$ cat config.mk
export PLATFORM = sky130hd
export DESIGN_NAME = rex_top
export DESIGN_NICKNAME = d
export VERILOG_FILES = /design/src/rtl/rex_pkg.sv /design/src/rtl/rex_classify.sv /design/src/rtl/rex_bootcap.sv /design/src/rtl/rex_cp0init.sv /design/src/rtl/rex_top.sv
export SDC_FILE = /design/constraint.sdc
export NUM_CORES = 1
export LEC_CHECK = 0
export CORE_MARGIN = 2
export CORE_UTILIZATION = 37
export CTS_CLUSTER_DIAMETER = 100
export DETAILED_ROUTE_END_ITERATION = 8
export PLACE_DENSITY = 0.81
export SLEW_MARGIN = 10
export SYNTH_ARGS = -nofsm -noshare
export SYNTH_HDL_FRONTEND = slang
export SYNTH_SLANG_ARGS = --single-unit
$ cat constraint.sdc
create_clock -name clk -period 1.7 [get_ports clk]
set_clock_uncertainty 0.1 [all_clocks]
set_input_delay 0.34 -clock clk [delete_from_list [all_inputs] [get_ports clk]]
set_output_delay 0.34 -clock clk [all_outputs]
set_load 0.005 [all_outputs]
$ cat src/rtl/rex_pkg.sv
package rex_pkg;
    localparam logic [31:0] VEC_LO = 32'hBFC0_0000;
    localparam int ST_ERL = 2;
    localparam int ST_SR  = 20;
    localparam int ST_TS  = 21;
    localparam int ST_BEV = 22;

    typedef enum logic [1:0] {
        RK_NONE = 2'd0,
        RK_COLD = 2'd1,
        RK_SOFT = 2'd2
    } rst_kind_e;

    function automatic logic [63:0] boot_vector(input logic m64);
        return m64 ? {32'hFFFF_FFFF, VEC_LO} : {32'h0000_0000, VEC_LO};
    endfunction

    function automatic logic [31:0] status_init(input logic [31:0] cur);
        logic [31:0] s;
        s = cur;
        s[ST_ERL] = 1'b1;
        s[ST_BEV] = 1'b1;
        s[ST_SR]  = 1'b0;
        s[ST_TS]  = 1'b0;
        return s;
    endfunction
endpackage

$ cat src/rtl/rex_classify.sv
module rex_classify
    import rex_pkg::*;
(
    input  logic      clk,
    input  logic      rst,
    input  logic      rst_pin_n,
    input  logic      gnt_pin_n,
    output logic      first_o,
    output rst_kind_e kind_o
);
    logic held_q;
    logic cold_q;

    assign first_o = !rst_pin_n && !held_q;

    always_comb begin
        kind_o = RK_NONE;
        if (rst_pin_n && held_q) begin
            kind_o = cold_q ? RK_COLD : RK_SOFT;
        end
    end

    always_ff @(posedge clk) begin
        if (rst) begin
            held_q <= 1'b0;
            cold_q <= 1'b0;
        end else if (!rst_pin_n) begin
            held_q <= 1'b1;
            cold_q <= first_o ? !gnt_pin_n : (cold_q || !gnt_pin_n);
        end else begin
            held_q <= 1'b0;
            cold_q <= 1'b0;
        end
    end
endmodule

$ cat src/rtl/rex_bootcap.sv
module rex_bootcap #(
    parameter int BOOT_BITS = 8
) (
    input  logic                 clk,
    input  logic                 rst,
    input  logic                 active,
    input  logic                 first,
    input  logic                 sdi,
    output logic [BOOT_BITS-1:0] bits_o
);
    localparam int CW = $clog2(BOOT_BITS + 1);
    localparam int IW = $clog2(BOOT_BITS);

    logic [CW-1:0] cnt_q;

    always_ff @(posedge clk) begin
        if (rst) begin
            bits_o <= '0;
            cnt_q  <= '0;
        end else if (active) begin
            if (first) begin
                bits_o <= {{(BOOT_BITS-1){1'b0}}, sdi};
                cnt_q  <= CW'(1);
            end else if (cnt_q < CW'(BOOT_BITS)) begin
                bits_o[cnt_q[IW-1:0]] <= sdi;
                cnt_q <= cnt_q + CW'(1);
            end
        end
    end
endmodule

$ cat src/rtl/rex_cp0init.sv
module rex_cp0init
    import rex_pkg::*;
#(
    parameter int BOOT_BITS = 8,
    parameter int RAND_MAX  = 63,
    parameter int FM_W      = 4,
    parameter int EV_W      = 5,
    parameter int BP_W      = 16,
    localparam int IDX_W    = $clog2(RAND_MAX + 1)
) (
    input  logic                 clk,
    input  logic                 rst,
    input  rst_kind_e            kind,
    input  logic [63:0]          pc_i,
    input  logic                 mode64_i,
    input  logic [31:0]          stat_cur_i,
    input  logic [BOOT_BITS-1:0] boot_bits,
    output logic [31:0]          status_o,
    output logic [BOOT_BITS-1:0] config_o,
    output logic [63:0]          errpc_o,
    output logic [IDX_W-1:0]     random_o,
    output logic [IDX_W-1:0]     wired_o,
    output logic [FM_W-1:0]      fmask_o,
    output logic [EV_W-1:0]      pcev_o,
    output logic [BP_W-1:0]      bpred_o,
    output logic                 ew_o,
    output logic                 redirect_o,
    output logic [63:0]          target_o,
    output logic                 clr_pend_o,
    output logic                 soft_o
);
    always_ff @(posedge clk) begin
        if (rst) begin
            status_o   <= '0;
            config_o   <= '0;
            errpc_o    <= '0;
            random_o   <= '0;
            wired_o    <= '1;
            fmask_o    <= '1;
            pcev_o     <= '1;
            bpred_o    <= '1;
            ew_o       <= 1'b1;
            redirect_o <= 1'b0;
            target_o   <= '0;
            clr_pend_o <= 1'b0;
            soft_o     <= 1'b0;
        end else begin
            redirect_o <= (kind == RK_COLD);
            clr_pend_o <= (kind == RK_COLD);
            soft_o     <= (kind == RK_SOFT);
            if (kind == RK_COLD) begin
                status_o <= status_init(stat_cur_i);
                config_o <= boot_bits;
                errpc_o  <= pc_i;
                random_o <= IDX_W'(RAND_MAX);
                wired_o  <= '0;
                fmask_o  <= '0;
                pcev_o   <= '0;
                bpred_o  <= '0;
                ew_o     <= 1'b0;
                target_o <= boot_vector(mode64_i);
            end
        end
    end
endmodule

$ cat src/rtl/rex_top.sv
module rex_top
    import rex_pkg::*;
#(
    parameter int BOOT_BITS = 8,
    parameter int RAND_MAX  = 63,
    parameter int FM_W      = 4,
    parameter int EV_W      = 5,
    parameter int BP_W      = 16,
    localparam int IDX_W    = $clog2(RAND_MAX + 1)
) (
    input  logic                 clk,
    input  logic                 rst,
    input  logic                 rst_pin_n,
    input  logic                 gnt_pin_n,
    input  logic [63:0]          pc_i,
    input  logic                 mode64_i,
    input  logic                 boot_sdi,
    input  logic [31:0]          stat_cur_i,
    output logic [31:0]          status_o,
    output logic [BOOT_BITS-1:0] config_o,
    output logic [63:0]          errpc_o,
    output logic [IDX_W-1:0]     random_o,
    output logic [IDX_W-1:0]     wired_o,
    output logic [FM_W-1:0]      fmask_o,
    output logic [EV_W-1:0]      pcev_o,
    output logic [BP_W-1:0]      bpred_o,
    output logic                 ew_o,
    output logic                 redirect_o,
    output logic [63:0]          target_o,
    output logic                 clr_pend_o,
    output logic                 soft_o
);
    logic                 first;
    rst_kind_e            kind;
    logic [BOOT_BITS-1:0] boot_bits;

    rex_classify u_cls (
        .clk       (clk),
        .rst       (rst),
        .rst_pin_n (rst_pin_n),
        .gnt_pin_n (gnt_pin_n),
        .first_o   (first),
        .kind_o    (kind)
    );

    rex_bootcap #(.BOOT_BITS(BOOT_BITS)) u_boot (
        .clk    (clk),
        .rst    (rst),
        .active (!rst_pin_n),
        .first  (first),
        .sdi    (boot_sdi),
        .bits_o (boot_bits)
    );

    rex_cp0init #(
        .BOOT_BITS (BOOT_BITS),
        .RAND_MAX  (RAND_MAX),
        .FM_W      (FM_W),
        .EV_W      (EV_W),
        .BP_W      (BP_W)
    ) u_init (
        .clk        (clk),
        .rst        (rst),
        .kind       (kind),
        .pc_i       (pc_i),
        .mode64_i   (mode64_i),
        .stat_cur_i (stat_cur_i),
        .boot_bits  (boot_bits),
        .status_o   (status_o),
        .config_o   (config_o),
        .errpc_o    (errpc_o),
        .random_o   (random_o),
        .wired_o    (wired_o),
        .fmask_o    (fmask_o),
        .pcev_o     (pcev_o),
        .bpred_o    (bpred_o),
        .ew_o       (ew_o),
        .redirect_o (redirect_o),
        .target_o   (target_o),
        .clr_pend_o (clr_pend_o),
        .soft_o     (soft_o)
    );
endmodule

# Word level (Yosys, flattened, before mapping)
# Cells that the tools add are included.
dict set report totals {
  ff_bits 215
  inputBits 102
  output_inout_bits 209
  word_cells 45
}
dict set report classes {
  addsub 1
  order_cmp 3
  n_eq_ne 2
  mux 12
  bitwise 1
  n_reduce_logical 10
}
# operator count
set op_table {}
lappend op_table {{2-to-1 mux 64 bit} 1}
lappend op_table {{2-to-1 mux 8 bit} 2}
lappend op_table {{bitwise mux 8 bit} 1}
lappend op_table {{2-to-1 mux 4 bit} 2}
lappend op_table {{adder 4 x 1 -> 4 bit (second input constant)} 1}
lappend op_table {{< comparator 3 x 4 -> 1 bit (second input constant)} 1}
lappend op_table {{< comparator 4 bit (second input constant)} 1}
lappend op_table {{2-to-1 mux 2 bit} 2}
lappend op_table {{demux 1 bit (select 3 bit)} 1}
lappend op_table {{greater-or-equal comparator 3 x 1 -> 1 bit (second input constant)} 1}
lappend op_table {{logical AND 1 bit} 3}
lappend op_table {{zero test 1 bit} 3}
lappend op_table {{2-to-1 mux 1 bit} 3}
lappend op_table {{equality test 2 x 1 -> 1 bit (second input constant)} 1}
lappend op_table {{equality test 2 bit (second input constant)} 1}
lappend op_table {{AND reduction 2 bit} 1}
lappend op_table {{nonzero test 2 bit} 1}
lappend op_table {{OR reduction 2 bit} 1}
lappend op_table {{logical OR 1 bit} 1}
lappend op_table {{NOT 1 bit} 1}

# Logic depth before layout (Yosys ltp)
# Gate-level depths: netlist of run 1.
dict set report logic_depth {
  word_depth 7
  depth_mapped 6
  mapped_depth_nobuf 4
}

# Hierarchy
# From an unflattened synthesis of run 1, not the netlist that was laid out.
dict set report hier_totals {
  hier_cells 652
  hier_area_um2 6187.2
}
# mod instances cells_each area_per_inst_um2 seq_area_each_um2
set by_module_without_submodules {}
lappend by_module_without_submodules {rex_cp0init 1 576 5501.5 2102.0}
lappend by_module_without_submodules {rex_bootcap 1 66 605.6 240.2}
lappend by_module_without_submodules {rex_classify 1 9 76.3 40.0}
lappend by_module_without_submodules {rex_top 1 1 3.8 0.0}

# Least setup slack after synthesis of run 1
# No wires, ideal clock.
dict set report synth_path {
  kind {flip-flop to output port}
  startpoint {register, netlist name u_init.wired_o[4]}
  endpoint {output bpred_o[0]}
  arrival_time_ns 1.045
  path_slack_ns 0.215
  stages_incl_launch_ff 2
  path_buffers 1
  path_cell_list {dfxtp_1 buf_4}
}
# item line_no
set synth_rtl {}
lappend synth_rtl {{end, declared} rex_top.sv:26} ;# output logic [BP_W-1:0] bpred_o,

# Worst setup path after layout of run 1
dict set report layout_path {
  startpoint {register u_init.soft_o}
  endpoint {output soft_o}
}
# item line_no
set layout_rtl {}
lappend layout_rtl {{start, declared} rex_cp0init.sv:30} ;# output logic soft_o
lappend layout_rtl {{start signal, assigned} rex_cp0init.sv:50} ;# soft_o <= (kind == RK_SOFT);
lappend layout_rtl {{end, declared} rex_top.sv:31} ;# output logic soft_o
# No word-level cell between the ends.

==> run_summary.xml, run 1 <==
<?xml version="1.0" encoding="UTF-8"?>
<metrics>
  <group name="run_status">
    <metric name="outcome" unit="">finished, final reports clean</metric>
  </group>
  <group name="global_routing">
    <metric name="grtUsageMet2" unit="">0.302</metric>
    <metric name="grt_use_met1" unit="">0.195</metric>
    <metric name="globalRoute.totalOverflow" unit="">0</metric>
    <metric name="grt_start_max_net_pins" unit="">53</metric>
    <metric name="grt_use_met3" unit="">0.0561</metric>
    <metric name="grt_antenna_before_repair" unit="">0</metric>
    <metric name="first_global_vias" unit="">4141</metric>
    <metric name="grt_most_used_layer" unit="">met2</metric>
    <metric name="global_route_wire_length_before_repair" unit="mm">20.2</metric>
    <metric name="total_routing_usage_reported_by_global_routing" unit="">0.175</metric>
  </group>
  <group name="sta">
    <metric name="timing.final.max_slew_violations" unit="">0</metric>
    <metric name="unrepaired_setup_endpoints_after_global_routing" unit="">no</metric>
    <metric name="timing.final.hold_violations" unit="">0</metric>
    <metric name="post-route-period-util" unit="">0.981</metric>
    <metric name="setup_total_negative_slack" unit="ps">0</metric>
    <metric name="setup_viol_count_final" unit="">0</metric>
    <metric name="fin_crit" unit="ps">1670</metric>
    <metric name="maxClockFrequency" unit="GHz">0.600</metric>
  </group>
  <group name="clocking">
    <metric name="h-tree-depth" unit="">4</metric>
    <metric name="cts_root_buffer" unit="">sky130_fd_sc_hd__clkbuf_16</metric>
    <metric name="cts.sinks" unit="">119</metric>
    <metric name="path_clk_slew" unit="ps">50</metric>
    <metric name="clkLatencyLatePin" unit="ps">400</metric>
    <metric name="max-clock-path-buffers" unit="">2</metric>
    <metric name="tritoncts_clock_tree" unit="">built</metric>
    <metric name="cts_inserted_buffers" unit="">17</metric>
  </group>
  <group name="pwr">
    <metric name="powerDensity" unit="nW/um^2">815</metric>
    <metric name="vdd.ir_drop.worst" unit="mV">0.568</metric>
    <metric name="final_power" unit="mW">6.56</metric>
    <metric name="power_leakage" unit="nW">4.22</metric>
  </group>
  <group name="synthesis">
    <metric name="netlist.area_leader.share" unit="">0.477</metric>
    <metric name="synth_cells" unit="">624</metric>
    <metric name="ys_warn_count" unit="">0</metric>
    <metric name="count_of_flip_flops_with_a_built_in_enable_after_synthesis" unit="">0</metric>
    <metric name="netlist_top_cells_area" unit="">sky130_fd_sc_hd__dfxtp_1, sky130_fd_sc_hd__buf_4, sky130_fd_sc_hd__nand2_1</metric>
    <metric name="yosys.area.top_type" unit="">sky130_fd_sc_hd__dfxtp_1</metric>
    <metric name="synth_cell_types" unit="">33</metric>
    <metric name="synth-async-reset-ratio" unit="">0</metric>
    <metric name="syn-mean-instance-area" unit="um^2">8.00</metric>
    <metric name="synth-seq-cells" unit="">119</metric>
    <metric name="dominantRegCellSynth" unit="">sky130_fd_sc_hd__dfxtp_1</metric>
    <metric name="synth_sequential_area_ratio" unit="">0.477</metric>
    <metric name="netlist_area" unit="um^2">4990</metric>
  </group>
  <group name="worst_hold_path">
    <metric name="min-delay-start" unit="">rst</metric>
    <metric name="hold_path.class" unit="">input pin to flip-flop</metric>
  </group>
  <group name="detailed_routing">
    <metric name="first_pass_iters" unit="">4</metric>
    <metric name="wire_per_inst" unit="um">13.0</metric>
    <metric name="routed_wirelength" unit="mm">13.3</metric>
    <metric name="initialDrtViolationCount" unit="">170</metric>
    <metric name="dr_total_vias" unit="">4528</metric>
    <metric name="ant_nets" unit="">0</metric>
    <metric name="avgViaCountPerCell" unit="">4.43</metric>
    <metric name="drcViolationCount" unit="">0</metric>
  </group>
  <group name="layout">
    <metric name="num-fill-cells" unit="">1176</metric>
    <metric name="finish.utilization" unit="">0.610</metric>
    <metric name="area_growth_syn_to_layout" unit="%">61.3</metric>
    <metric name="drive_gt1_frac" unit="">0.0804</metric>
    <metric name="number_of_diodes" unit="">0</metric>
    <metric name="multi_input_gate_area_in_the_final_layout" unit="um^2">1730</metric>
    <metric name="register_area" unit="um^2">2390</metric>
    <metric name="nNetsFinal" unit="">936</metric>
  </group>
  <group name="placed_design">
    <metric name="dpl.hpwl" unit="mm">9.36</metric>
    <metric name="buffer_ports.inserted" unit="">281</metric>
    <metric name="gp_congestion" unit="">0.784</metric>
  </group>
  <group name="die">
    <metric name="die_width" unit="um">120</metric>
    <metric name="initial_core_util" unit="">0.378</metric>
    <metric name="pin_count" unit="">311</metric>
    <metric name="die-area" unit="um^2">14400</metric>
    <metric name="fp-row-count" unit="">42</metric>
    <metric name="floorplan.die.height" unit="um">120</metric>
    <metric name="core_area" unit="um^2">13200</metric>
  </group>
  <group name="worst_setup_path">
    <metric name="worst_path_buffer_plus_inverter_count" unit="">1</metric>
    <metric name="worst_ep_arrival_time" unit="ps">1230</metric>
    <metric name="timing.setup.critical_path_class" unit="">flip-flop to output port</metric>
    <metric name="worstPathMaxFanout" unit="">1</metric>
    <metric name="worst_setup_path_start_kind" unit="">flip-flop</metric>
    <metric name="critical_path.cell_chain" unit="">clkdlybuf4s50_1</metric>
    <metric name="critical-path-top-delay-family" unit="">buffers and inverters</metric>
    <metric name="critPathRequiredTime" unit="ps">1260</metric>
    <metric name="critPathLaunch" unit="">u_init.soft_o</metric>
    <metric name="worstReg2RegStart" unit="">u_boot.cnt_q[0]</metric>
    <metric name="timing.critical_path.slowest_cell_delay" unit="ps">530</metric>
    <metric name="critPathSlowestCell" unit="">sky130_fd_sc_hd__clkdlybuf4s50_1</metric>
    <metric name="critical_path_end_type" unit="">output port</metric>
  </group>
  <group name="job">
    <metric name="cap_viol_max_count" unit="">0</metric>
  </group>
</metrics>
==> cell type report <==
class | count | area share
multi-input combinational | 384 | 0.215
timing repair buffer | 310 | 0.392
clock buffer | 24 | 0.0586
clock inverter | 8 | 0.00917
tap | 176 | 0.0274
sequential | 119 | 0.297
inverter | 1 | 0.000466
==> metal layers <==
metal,part of all wire,up-vias
li1,-,2285
met1,0.40,2042
met2,0.50,176
met3,0.078,25
met4,0.025,0
met5,0,-
==> Yosys cell counts, drive strengths merged, types with 2 or more instances <==
library cell,instances
mux2i,7
buf,130
a21oi,104
a211oi,2
clkbuf,14
nand3,6
dfxtp,119
nand2b,2
nand2,215
nor2,6
==> flip-flops by register name (all words and copies together), names as in the netlist <==
register / count
u_init.config_o: 8
u_init.errpc_o: 64
u_cls.held_q: 1
u_cls.cold_q: 1
u_init.target_o: 1
u_boot.cnt_q: 4
u_init.soft_o: 1
u_init.redirect_o: 1
u_init.wired_o: 1
u_init.status_o: 29
u_boot.bits_o: 8
==> report_power, final <==
part / internal [mW] / total [mW] / switching [mW]
clock network: 2.08 / 3.27 / 1.20
logic: 0.293 / 0.458 / 0.166
registers: 2.81 / 2.83 / 0.0170
==> what timing repair did <==
| item | CTS | global route |
|---|---|---|
| setup endpoints to repair | 128 | 51 |
| resized for setup | 145 | 52 |
| gates cloned | 2 | 1 |
| hold buffers | 0 | 0 |
| setup buffers | 1 | 0 |
==> cells in the final DEF (no fill, tap or decap), types with 2 or more instances in the layout <==
cell	count
sky130_fd_sc_hd__a211oi_1	2
sky130_fd_sc_hd__a21oi_1	104
sky130_fd_sc_hd__buf_12	8
sky130_fd_sc_hd__buf_4	18
sky130_fd_sc_hd__buf_6	2
sky130_fd_sc_hd__clkbuf_1	5
sky130_fd_sc_hd__clkbuf_16	18
sky130_fd_sc_hd__clkbuf_8	2
sky130_fd_sc_hd__clkdlybuf4s15_1	6
sky130_fd_sc_hd__clkdlybuf4s15_2	2
sky130_fd_sc_hd__clkdlybuf4s50_1	103
sky130_fd_sc_hd__clkinv_2	4
sky130_fd_sc_hd__clkinvlp_4	2
sky130_fd_sc_hd__conb_1	25
sky130_fd_sc_hd__dfxtp_1	115
sky130_fd_sc_hd__dfxtp_2	2
sky130_fd_sc_hd__dfxtp_4	2
sky130_fd_sc_hd__dlygate4sd2_1	118
sky130_fd_sc_hd__dlymetal6s2s_1	51
sky130_fd_sc_hd__mux2i_1	7
sky130_fd_sc_hd__nand2_1	215
sky130_fd_sc_hd__nand3_1	5
sky130_fd_sc_hd__nor2_1	6
==> path summary, 6_finish.rpt <==
kind                         to  slack (ps)  depth (start not counted)
max                      soft_o          30                          1
min          u_init.errpc_o[17]          50                          2
max reg2reg     u_boot.cnt_q[2]         200                          4
min reg2reg  u_init.status_o[1]         350                          2
==> stage by stage <==
stage	hold slack, ps	std cells	instance area [um^2]	setup slack, ps
floorplan	326	648	5080	215
global placement	340	986	7440	-160
detailed placement	346	986	7440	-199
CTS	38.5	1021	7900	-172
global route	56.9	1022	8050	0.455
finish	52.9	1022	8050	32.5
==> cell families after synthesis <==
logic type / share of synthesized area
AOI/OAI and AO/OA: 0.119
adders and majority gates: 0.00251
buffers and inverters: 0.196
DFF: 0.477
muxes: 0.0140
other: 0.000751
and+or+nand+nor: 0.190
(Power assumes the default switching activity.)
==> run 2, diff against run 1 <==
Settings changed: GPL_TIMING_DRIVEN set to 0.
==> run 2 against run 1 <==
Compared with the run above:
- the flow now finishes with violations (setup timing)
- final area increased by 14%
- sequential power about the same
- combinational power increased by 23%
- critical path depth increased by 4
- critical path type unchanged
- largest cell class unchanged
- maximum frequency decreased by 5.6%
- global-route usage increased by 3.3 points
- final cell count increased by 13%
- non-clock buffer count increased by 136
- wire length increased by 21%
==> run_summary.xml, run 2 (synthesis gave the netlist of run 1 again) <==
<?xml version="1.0" encoding="UTF-8"?>
<metrics>
  <group name="layout">
    <metric name="number_of_diodes" unit="">0</metric>
    <metric name="multi_input_gate_area_in_the_final_layout" unit="um^2">1720</metric>
    <metric name="area_growth_syn_to_layout" unit="%">84.2</metric>
    <metric name="reg_top3" unit="">u_init.errpc_o x64, u_init.status_o x29</metric>
    <metric name="nNetsFinal" unit="">1072</metric>
    <metric name="layout_common_cells" unit="">sky130_fd_sc_hd__nand2_1, sky130_fd_sc_hd__dfxtp_1, sky130_fd_sc_hd__a21oi_1, sky130_fd_sc_hd__clkdlybuf4s50_1, sky130_fd_sc_hd__buf_6</metric>
    <metric name="max_flop_register" unit="">u_init.errpc_o</metric>
    <metric name="finish.utilization" unit="">0.697</metric>
    <metric name="num-fill-cells" unit="">1058</metric>
    <metric name="register_area" unit="um^2">2390</metric>
    <metric name="drive_gt1_frac" unit="">0.272</metric>
    <metric name="largest_register_ffs" unit="">64</metric>
    <metric name="most_common_cell_after_layout_fill_and_taps_aside" unit="">sky130_fd_sc_hd__nand2_1</metric>
  </group>
  <group name="pwr">
    <metric name="comb_power_share" unit="">0.085</metric>
    <metric name="p_int" unit="mW">5.25</metric>
    <metric name="powerDensity" unit="nW/um^2">725</metric>
    <metric name="p_switching" unit="mW">1.42</metric>
    <metric name="switch_share" unit="">0.212</metric>
    <metric name="power_leakage" unit="nW">4.83</metric>
    <metric name="seq_power_share" unit="">0.424</metric>
    <metric name="vdd.ir_drop.worst" unit="mV">0.590</metric>
    <metric name="power_frac_clock" unit="">0.492</metric>
  </group>
  <group name="sta">
    <metric name="setup_viol_count_final" unit="">3</metric>
    <metric name="timing.final.hold_violations" unit="">0</metric>
    <metric name="post-route-period-util" unit="">1.04</metric>
    <metric name="timing.final.max_slew_violations" unit="">0</metric>
    <metric name="worst_pin_slew" unit="ps">508</metric>
    <metric name="unrepaired_setup_endpoints_after_global_routing" unit="">yes</metric>
    <metric name="maxClockFrequency" unit="GHz">0.566</metric>
    <metric name="timing.hold.ws" unit="ps">348</metric>
    <metric name="fin_crit" unit="ps">1770</metric>
    <metric name="postLayoutSetupSlackWorst" unit="ps">-65.7</metric>
    <metric name="timing.max_slew.rel_slack" unit="">0.661</metric>
    <metric name="setup_total_negative_slack" unit="ps">-141</metric>
  </group>
  <group name="run_status">
    <metric name="violations" unit="">setup timing</metric>
    <metric name="outcome" unit="">complete, but fails checks</metric>
  </group>
  <group name="clocking">
    <metric name="max-clock-path-buffers" unit="">2</metric>
    <metric name="tritoncts_clock_tree" unit="">built</metric>
    <metric name="clkLatencyLatePin" unit="ps">400</metric>
    <metric name="cts.sinks" unit="">119</metric>
    <metric name="path_clk_slew" unit="ps">50</metric>
    <metric name="cts_root_buffer" unit="">sky130_fd_sc_hd__clkbuf_16</metric>
    <metric name="cts_inserted_buffers" unit="">17</metric>
    <metric name="h-tree-depth" unit="">4</metric>
  </group>
  <group name="worst_setup_path">
    <metric name="timing.rr.end" unit="">u_init.status_o[6]</metric>
    <metric name="worst_setup_path_start_kind" unit="">flip-flop</metric>
    <metric name="worstPathMaxFanout" unit="">7</metric>
    <metric name="worst_ep_arrival_time" unit="ps">1330</metric>
    <metric name="critical_path_end_type" unit="">output port</metric>
    <metric name="worstReg2RegStart" unit="">u_cls.cold_q</metric>
    <metric name="worst-r2r-setup-slack" unit="ps">190</metric>
    <metric name="rr_worst_depth" unit="">5</metric>
    <metric name="timing.setup.critical_path_class" unit="">flip-flop to output port</metric>
    <metric name="critPathRequiredTime" unit="ps">1260</metric>
  </group>
  <group name="detailed_routing">
    <metric name="dr_total_vias" unit="">5127</metric>
    <metric name="ant_nets" unit="">0</metric>
    <metric name="first_pass_iters" unit="">4</metric>
    <metric name="initialDrtViolationCount" unit="">159</metric>
    <metric name="avgViaCountPerCell" unit="">4.43</metric>
    <metric name="wire_per_inst" unit="um">13.9</metric>
    <metric name="drcViolationCount" unit="">0</metric>
    <metric name="routed_wirelength" unit="mm">16.1</metric>
  </group>
  <group name="die">
    <metric name="die-area" unit="um^2">14400</metric>
    <metric name="fp-row-count" unit="">42</metric>
    <metric name="floorplan.die.height" unit="um">120</metric>
    <metric name="initial_core_util" unit="">0.378</metric>
    <metric name="die_width" unit="um">120</metric>
    <metric name="pin_count" unit="">311</metric>
    <metric name="core_area" unit="um^2">13200</metric>
  </group>
  <group name="global_routing">
    <metric name="global_route_wire_length_before_repair" unit="mm">23.7</metric>
    <metric name="grt_antenna_before_repair" unit="">0</metric>
    <metric name="first_global_vias" unit="">4735</metric>
    <metric name="total_routing_usage_reported_by_global_routing" unit="">0.208</metric>
    <metric name="grt_start_max_net_pins" unit="">17</metric>
    <metric name="globalRoute.totalOverflow" unit="">0</metric>
  </group>
  <group name="placed_design">
    <metric name="gp_congestion" unit="">0.767</metric>
    <metric name="buffer_ports.inserted" unit="">281</metric>
    <metric name="dp_slack" unit="ps">-481</metric>
    <metric name="dpl.hpwl" unit="mm">10.7</metric>
  </group>
  <group name="worst_hold_path">
    <metric name="min-delay-start" unit="">u_init.status_o[11]</metric>
    <metric name="holdPathStages" unit="">2</metric>
    <metric name="hold_path.class" unit="">flip-flop to flip-flop</metric>
    <metric name="worstHoldEndpoint" unit="">u_init.status_o[11]</metric>
  </group>
  <group name="job">
    <metric name="cap_viol_max_count" unit="">0</metric>
  </group>
</metrics>
[run 2: cell types whose count changed in the layout (fill, tap and decap cells not counted), sizes merged]
cell / delta
buf: +197
dlygate4sd2: -64
clkbuf: +13
dlymetal6s2s: -8
clkdlybuf4s15: -4
clkinv: +2
clkdlybuf4s50: +1
clkinvlp: -1
[run 2: cell type report]
| type | instances | area share |
|---|---|---|
| Multi-Input combinational cell | 384 | 0.187 |
| Tap cell | 176 | 0.0240 |
| Clock inverter | 9 | 0.00830 |
| Timing Repair Buffer | 303 | 0.349 |
| Clock buffer | 23 | 0.0509 |
| Inverter | 1 | 0.000408 |
| Sequential cell | 119 | 0.260 |
| Buffer | 143 | 0.120 |
[run 2: critical path, cell delays in order (launching register included)]
cell	delay, ps
sky130_fd_sc_hd__dfxtp_4	350
sky130_fd_sc_hd__buf_12	130
sky130_fd_sc_hd__buf_8	120
sky130_fd_sc_hd__buf_6	110
sky130_fd_sc_hd__buf_6	100
sky130_fd_sc_hd__buf_6	100
[run 2: layer usage]
metal	vias up	track usage	part of all wire
met2	170	0.376	0.53
met1	2367	0.220	0.38
met4	0	0.0757	0.018
met5	-	0	0
li1	2566	-	-
met3	24	0.0751	0.077
[run 2: power by group through the flow]
stage	sequential, mW	combinational [mW]	clock (mW)
after detailed placement	2.89	0.529	0
after global placement	2.89	0.528	0
after CTS	2.82	0.553	3.35
after floorplan	2.89	0.192	0
after global routing	2.83	0.607	3.47
final	2.83	0.563	3.28
[run 2: worst max-delay path by stage]
| stage | endpoint | cells past startpoint | start |
|---|---|---|---|
| finish | target_o[45] | 5 | u_init.target_o[62] |
| CTS | target_o[45] | 5 | u_init.target_o[62] |
| floorplan | bpred_o[0] | 1 | u_init.wired_o[4] |
| detailed placement | bpred_o[13] | 2 | u_init.wired_o[4] |
| global placement | bpred_o[13] | 2 | u_init.wired_o[4] |
| global route | target_o[45] | 5 | u_init.target_o[62] |
[run 2: metrics by stage]
stage	instance area, um^2	power (mW)	instances
after floorplan	5080	3.08	648
after global placement	8110	3.42	1105
after detailed placement	8110	3.42	1105
after CTS	8920	6.73	1161
after global routing	9190	6.90	1158
final	9190	6.67	1158
[run 2: timing repair]
item	CTS	global route
setup endpoints to repair	134	186
setup buffers	18	0
gates resized for setup	439	94
hold buffers	0	0
cloned	6	0
